===== config.mk =====
export PLATFORM = sky130hd
export DESIGN_NAME = pwr_seq
export DESIGN_NICKNAME = d
export VERILOG_FILES = /design/src/rtl/pwr_seq.sv
export SDC_FILE = /design/constraint.sdc
export NUM_CORES = 1
export LEC_CHECK = 0
export BUFFER_PORTS_ARGS = -buffer_cell sky130_fd_sc_hd__buf_2
export CAP_MARGIN = 20
export CORE_MARGIN = 8
export CORE_UTILIZATION = 36
export CTS_CLUSTER_DIAMETER = 60
export CTS_CLUSTER_SIZE = 16
export DETAILED_ROUTE_END_ITERATION = 10
export PLACE_DENSITY_LB_ADDON = 0.05
export SYNTH_ARGS = -nofsm -noshare
export SYNTH_HDL_FRONTEND = slang
export SYNTH_SLANG_ARGS = --single-unit

===== constraint.sdc =====
create_clock -name clk -period 3.3 [get_ports clk]
set_clock_uncertainty 0.1 [all_clocks]
set_input_delay 0.66 -clock clk [delete_from_list [all_inputs] [get_ports clk]]
set_output_delay 0.66 -clock clk [all_outputs]
set_load 0.005 [all_outputs]

===== src/rtl/pwr_seq.sv =====
module pwr_seq #(
  parameter int RST_HOLD = 5000000,
  parameter int RAIL_GAP = 1000,
  parameter int NUM_HV   = 3,
  parameter int NUM_LV   = 2
) (
  input  logic              clk,
  input  logic              rst_n,
  input  logic              bkup_ok,
  input  logic              batt_good,
  input  logic              sys_en,
  input  logic              pwr_en_pin,
  input  logic              pwr_en_reg,
  input  logic              dly_mode,
  output logic              aon_en,
  output logic              host_rst_n,
  output logic              batt_flt_n,
  output logic              hv1_en,
  output logic [NUM_HV-1:0] hv_rest_en,
  output logic [NUM_LV-1:0] lv_en,
  output logic [3:0]        pok
);
  localparam int MAXC = (RST_HOLD > RAIL_GAP) ? RST_HOLD : RAIL_GAP;
  localparam int CW   = $clog2(MAXC + 1);
  localparam logic [CW-1:0] HOLD_END = CW'(RST_HOLD - 1);
  localparam logic [CW-1:0] GAP_END  = CW'(RAIL_GAP - 1);

  typedef enum logic [2:0] {S_OFF, S_HOLD, S_WAIT, S_HV1, S_HVALL, S_LV} st_t;

  st_t           st;
  logic [CW-1:0] cnt;
  logic          sys_q, flt_q;
  wire           sys_rise = sys_en & ~sys_q;
  wire           lv_req   = pwr_en_pin | pwr_en_reg;

  always_ff @(posedge clk or negedge rst_n) begin
    if (!rst_n) begin
      st    <= S_OFF;
      cnt   <= '0;
      sys_q <= 1'b0;
      flt_q <= 1'b0;
    end else begin
      sys_q <= sys_en;
      flt_q <= bkup_ok & batt_good;
      if (!bkup_ok) begin
        st  <= S_OFF;
        cnt <= '0;
      end else if (st == S_OFF) begin
        st  <= S_HOLD;
        cnt <= '0;
      end else if (!batt_good) begin
        st  <= S_HOLD;
        cnt <= '0;
      end else begin
        unique case (st)
          S_HOLD:
            if (cnt == HOLD_END) begin
              st  <= S_WAIT;
              cnt <= '0;
            end else cnt <= cnt + 1'b1;
          S_WAIT:
            if (sys_rise) begin
              st  <= dly_mode ? S_HV1 : S_HVALL;
              cnt <= '0;
            end
          S_HV1:
            if (cnt == GAP_END) st <= S_HVALL;
            else cnt <= cnt + 1'b1;
          S_HVALL, S_LV: st <= lv_req ? S_LV : S_HVALL;
          default: st <= S_OFF;
        endcase
      end
    end
  end

  assign aon_en     = (st != S_OFF);
  assign host_rst_n = (st == S_WAIT) || (st == S_HV1) || (st == S_HVALL) || (st == S_LV);
  assign hv1_en     = (st == S_HV1) || (st == S_HVALL) || (st == S_LV);
  assign hv_rest_en = {NUM_HV{(st == S_HVALL) || (st == S_LV)}};
  assign lv_en      = {NUM_LV{st == S_LV}};
  assign batt_flt_n = flt_q;
  assign pok        = {lv_en[0], hv_rest_en[0], hv1_en, aon_en};

  logic [CW-1:0] good_run;
  always_ff @(posedge clk or negedge rst_n) begin
    if (!rst_n) good_run <= '0;
    else if (!(bkup_ok && batt_good)) good_run <= '0;
    else if (good_run < CW'(RST_HOLD)) good_run <= good_run + 1'b1;
  end

  assert_backup_off_R9: assert property (@(posedge clk) disable iff (!rst_n)
    !bkup_ok |=> (!aon_en && !hv1_en && hv_rest_en == '0 && lv_en == '0 && !host_rst_n && !batt_flt_n));
  assert_flt_set_R2: assert property (@(posedge clk) disable iff (!rst_n)
    (bkup_ok && batt_good) |=> batt_flt_n);
  assert_flt_clr_R2: assert property (@(posedge clk) disable iff (!rst_n)
    !(bkup_ok && batt_good) |=> !batt_flt_n);
  assert_hold_min_R3: assert property (@(posedge clk) disable iff (!rst_n)
    $rose(host_rst_n) |-> (good_run >= CW'(RST_HOLD)));
  assert_start_edge_R4: assert property (@(posedge clk) disable iff (!rst_n)
    $rose(hv1_en) |-> ($past(sys_en) && host_rst_n));
  assert_core_first_R5: assert property (@(posedge clk) disable iff (!rst_n)
    (hv_rest_en != '0) |-> hv1_en);
  assert_gap_start_R5: assert property (@(posedge clk) disable iff (!rst_n)
    ($rose(hv1_en) && $past(dly_mode)) |-> (hv_rest_en == '0));
  assert_no_gap_R6: assert property (@(posedge clk) disable iff (!rst_n)
    ($rose(hv1_en) && !$past(dly_mode)) |-> (&hv_rest_en));
  assert_lv_gate_R8: assert property (@(posedge clk) disable iff (!rst_n)
    (lv_en != '0) |-> (hv1_en && (&hv_rest_en)));
  assert_pok_map_R10: assert property (@(posedge clk) disable iff (!rst_n)
    pok == {(&lv_en), (&hv_rest_en), hv1_en, aon_en});
endmodule


# Word-level counts from Yosys, hierarchy flattened
# Index checks and enable logic that the tools add are counted.
# totals
output_inout_bits,13
word_cells,48
ff_bits,28
# classes
eq_ne,12
bitwise,4
add_sub_neg,1
reduce_logical,11
muxes,16
# ops
cell,n
2-to-1 mux 23 bit,6
one-hot mux 23 bit (3 select lines),1
adder 23 x 1 -> 23 bit (second input constant),1
== test 23 x 10 -> 1 bit (second input constant),1
== test 23 bit (second input constant),1
2-to-1 mux 3 bit,7
inequality test 5 bit (second input constant),4
one-hot mux 3 bit (4 select lines),1
== test 3 x 2 -> 1 bit (second input constant),2
== test 3 bit (second input constant),2
logical OR 1 bit,6
inequality test 6 x 2 -> 1 bit (second input constant),1
AND reduction 3 bit,2
== test 3 x 1 -> 1 bit (second input constant),1
logical NOT 3 bit,1
nonzero test 3 bit,1
AND 1 bit,2
OR reduction 2 bit,1
2-to-1 mux 1 bit,1
inverter 1 bit,1
bitwise OR 1 bit,1

# Longest topological paths before layout
# logic_depth
depth_word,7
depth_mapped,9

# Worst setup path before layout
# OpenSTA, ideal clock, no wires.
# synth_path
path_kind,register -> register
start,register cnt[0]
end,register cnt[13]
path_slack_ps,971
stages_incl_launch_ff,8
required_time_ps,3131
t_arrival_ps,2160
setup_ps,69
period_less_slack_ps,2329
path_buffers,0
cell_sequence,dfrtp_1 ha_1 and2_1 nand3_1 nor4_4 or4b_4 or4_1 nand3_1
# synth_between
elab_chain_len,6
elab_cells_between_ends,11
classes_between,add/sub: 1; eq/ne: 3; mux: 6; reduce/logical: 1
# synth_lines
item,line,source
"start, declared",31,logic [CW-1:0] cnt;
"start signal, assigned",60,end else cnt <= cnt + 1'b1;
"start signal, assigned",68,else cnt <= cnt + 1'b1;
adder 23 x 1 -> 23 bit / == test 23 bit (equally long branches),"60, 68, 57",
2-to-1 mux 23 bit (on tied branches),"67, 57",
one-hot mux 23 bit (3 select lines),55,unique case (st)
2-to-1 mux 23 bit,51,end else if (!batt_good) begin
2-to-1 mux 23 bit,48,end else if (st == S_OFF) begin
2-to-1 mux 23 bit,45,if (!bkup_ok) begin
# Several ways; a longest one is shown, not always the timed one. The select of a mux whose other input is x is not followed.
# A chain may end at the register's enable or synchronous reset.

# Worst setup path in the final report
# Same ends and word-level chain as after synthesis.

==> impl_metrics.py <==
metrics = {
    "worst_setup_path": {
        "worstPathCellList": "ha_1 -> and2_1 -> nand3_1 -> nor4_4 -> or4b_4 -> or4_1 -> nand3_1",
        "cp_common_cell": "nand3_1",
        "startpoint_type": "register",
        "regToRegStartpoint": "cnt[0]$_DFFE_PN0P_",
        "worstSetupPathType": "reg2reg",
        "endpoint_kind": "register",
        "worst_ep_required_time_ns": 3.42,
        "endpoint": "cnt[13]$_DFFE_PN0P_",
        "path_max_fanout": 21,
        "r2r_cells": 7,
        "reg2reg_slack_ns": 0.65,
        "cp_slowest_cell": "or4b_4",
        "critical_path.max_stage_delay_ns": 0.67,
        "arrival_ns": 2.77,
        "r2r-end": "cnt[13]$_DFFE_PN0P_",
        "cp-startpoint": "cnt[0]$_DFFE_PN0P_",
    },
    "routing": {
        "top_layer": "met4",
        "avgRoutedWirePerCell_um": 14.7,
        "wl_met1_um": 2220,
        "first_iter_violations": 59,
        "drt-total-wl_um": 4440,
        "drtAntennaViolNets": 0,
        "wl_met3_um": 141,
        "met2_length_um": 2040,
        "viasPerCell": 5.34,
        "drc": 0,
        "firstDrtPassIters": 4,
        "num_vias": 1613,
    },
    "sta": {
        "fmax_ghz": 0.377,
        "rsz0062_at_grt": "false",
        "period_needed_ns": 2.65,
        "hold_ws_ns": 0.297,
        "slew_violations": 0,
        "hold_viol_final": 0,
        "worst_slack_ns": 0.650,
        "finalSetupViolations": 0,
        "fin_setup_tns_ns": 0,
        "relSlewSlack_pct": 45.2,
        "tightest_slew_ns": 0.818,
        "finalCritPeriodShare_pct": 80.3,
    },
    "synthesis": {
        "ys_top_cells_by_count": "nand2_1, dfrtp_1, nand3_1",
        "syn_area_um2": 1810,
        "yosys.area.top_type": "dfrtp_1",
        "ys_ff_latch": 28,
        "synthFlopType": "dfrtp_1",
        "syn_avg_cell_area_um2": 8.13,
        "async_reset_ff_share_pct": 100,
        "synth.top_cell.area_share_pct": 38.6,
        "synth_warnings": 0,
        "seq_area_frac_synth_pct": 38.6,
        "synth_nets": 234,
        "synth_edf_count": 0,
        "yosysMostFrequentCell": "nand2_1",
        "synth_cell_type_count": 43,
        "postSynthCellCount": 223,
        "ys_top_cells_by_area": "dfrtp_1, nand3_1, nand2_1",
    },
    "global_routing": {
        "grt_antenna_before_repair": 0,
        "grt_overflow": 0,
        "track_usage_pct": 12.7,
        "grt_max_degree": 29,
        "grt_pass1_wl_um": 7710,
        "first_global_vias": 1565,
    },
    "layout": {
        "nets": 245,
        "utilization_pct": 39.3,
        "n_antenna_cell": 0,
        "ff_latch_area_um2": 701,
        "drive_gt1_share_pct": 14.7,
        "area_growth_pct": 7.87,
        "fill_cells": 532,
        "multi_input_area_um2": 958,
        "final_cells": 302,
    },
    "die": {
        "die_h_um": 87.0,
        "rows": 26,
        "die-area_um2": 7560,
        "pin_count": 21,
        "die_width_um": 87.0,
        "initial_core_util_pct": 36.4,
        "coreArea_um2": 4980,
    },
    "power_and_ir_drop": {
        "p_per_area_nw_per_um2": 298,
        "peakVddDrop_v": 0.000120,
        "p_leak_nw": 0.843,
    },
    "cts": {
        "cts_buffer_depth": 2,
        "postCtsHoldBufs": 0,
        "cts_max_level": 1,
        "clock_latency_ns": 0.28,
        "cts_resized": 0,
        "cts_tree": "yes",
        "clock-root-buffer": "clkbuf_8",
        "clkTransAtPathRegs_ns": 0.10,
        "cts_setup_buffers": 0,
        "cts_made_buffers": 3,
        "clock_sinks": 28,
    },
    "job": {
        "maxCapViolCount": 0,
    },
    "min_path": {
        "hp-class": "in2async",
    },
    "placed_design": {
        "post-place-ws_ns": 0.680,
        "gp_congestion": 0.755,
        "portBuffers": 20,
        "dp.cells": 299,
        "dp_hpwl_um": 3270,
    },
    "run_status": {
        "status": "finished, final reports clean",
    },
}
[where the power goes]
| part | total, mW | switching (mW) | internal [mW] |
|---|---|---|---|
| logic | 0.0393 | 0.0264 | 0.0129 |
| clock network | 0.194 | 0.112 | 0.0822 |
| registers | 0.350 | 0.00407 | 0.346 |
| total | 0.583 | 0.142 | 0.441 |
[worst min-delay path by stage]
stage | from | end | slack (ns) | depth (start not counted)
floorplan | rst_n | batt_flt_n$_DFF_PN0_ | 0.26 | 0
global placement | cnt[20]$_DFFE_PN0P_ | cnt[20]$_DFFE_PN0P_ | 0.42 | 2
detailed placement | cnt[20]$_DFFE_PN0P_ | cnt[20]$_DFFE_PN0P_ | 0.43 | 2
CTS | rst_n | cnt[17]$_DFFE_PN0P_ | 0.32 | 1
global route | rst_n | cnt[17]$_DFFE_PN0P_ | 0.34 | 1
finish | rst_n | cnt[15]$_DFFE_PN0P_ | 0.30 | 1
[state kept, by name (all words and copies together), names as in the netlist]
| name | count |
|---|---|
| sys_q | 1 |
| cnt | 23 |
| batt_flt_n | 1 |
| st | 3 |
[per-stage QoR]
step	area, µm²	total power [mW]
after global placement	1910	0.396
after CTS	1960	0.594
after floorplan	1810	0.379
after detailed placement	1910	0.398
final	1960	0.583
after global routing	1960	0.613
[area by class of cell]
| type | count | share of cell area [%] |
|---|---|---|
| tap | 70 | 4.48 |
| sequential | 28 | 35.8 |
| clock buffer | 3 | 2.11 |
| multi-input combinational | 165 | 49.0 |
| timing repair buffer | 22 | 5.89 |
| inverter | 14 | 2.69 |
[worst max-delay path, delay by kind of cell, from the launching register on]
family,cells,cell delay (ns)
fa+ha+maj,1,0.25
flops,1,0.43
simple gates,6,1.81
[per-layer routing]
layer | GRT usage [%] | up-vias
met5 | 0 | -
met4 | 3.76 | 0
met3 | 1.98 | 5
met2 | 20.4 | 30
met1 | 17.1 | 765
li1 | - | 813
[cells by family (layout without fill, tap and decap cells)]
kind of cell | Yosys count | after routing | synth area share [%]
adder cells (fa/ha/maj) | 3 | 3 | 2.07
buffers and inverters | 30 | 39 | 8.76
AND/OR/NAND/NOR | 124 | 124 | 37.9
flip-flops | 28 | 28 | 38.6
AO/OA/AOI/OAI | 38 | 38 | 12.6
[cell usage in the layout (no fill, tap or decap), drive strengths merged]
cell type  count
a211oi         1
a21o           2
a21oi          8
a2bb2oi        1
a311oi         1
and2           4
and3           5
and4bb         1
buf           22
clkbuf         3
dfrtp         28
ha             3
inv           14
nand2         34
nand2b         1
nand3         27
nand3b         2
nand4          2
nor2           7
nor3           6
nor4           6
nor4bb         1
o211ai         2
o21a           1
o21ai         17
o221ai         1
o2bb2ai        1
o311ai         1
o31ai          2
or2            3
or3           20
or3b           1
or4            2
or4b           2
(Power assumes the default switching activity.)
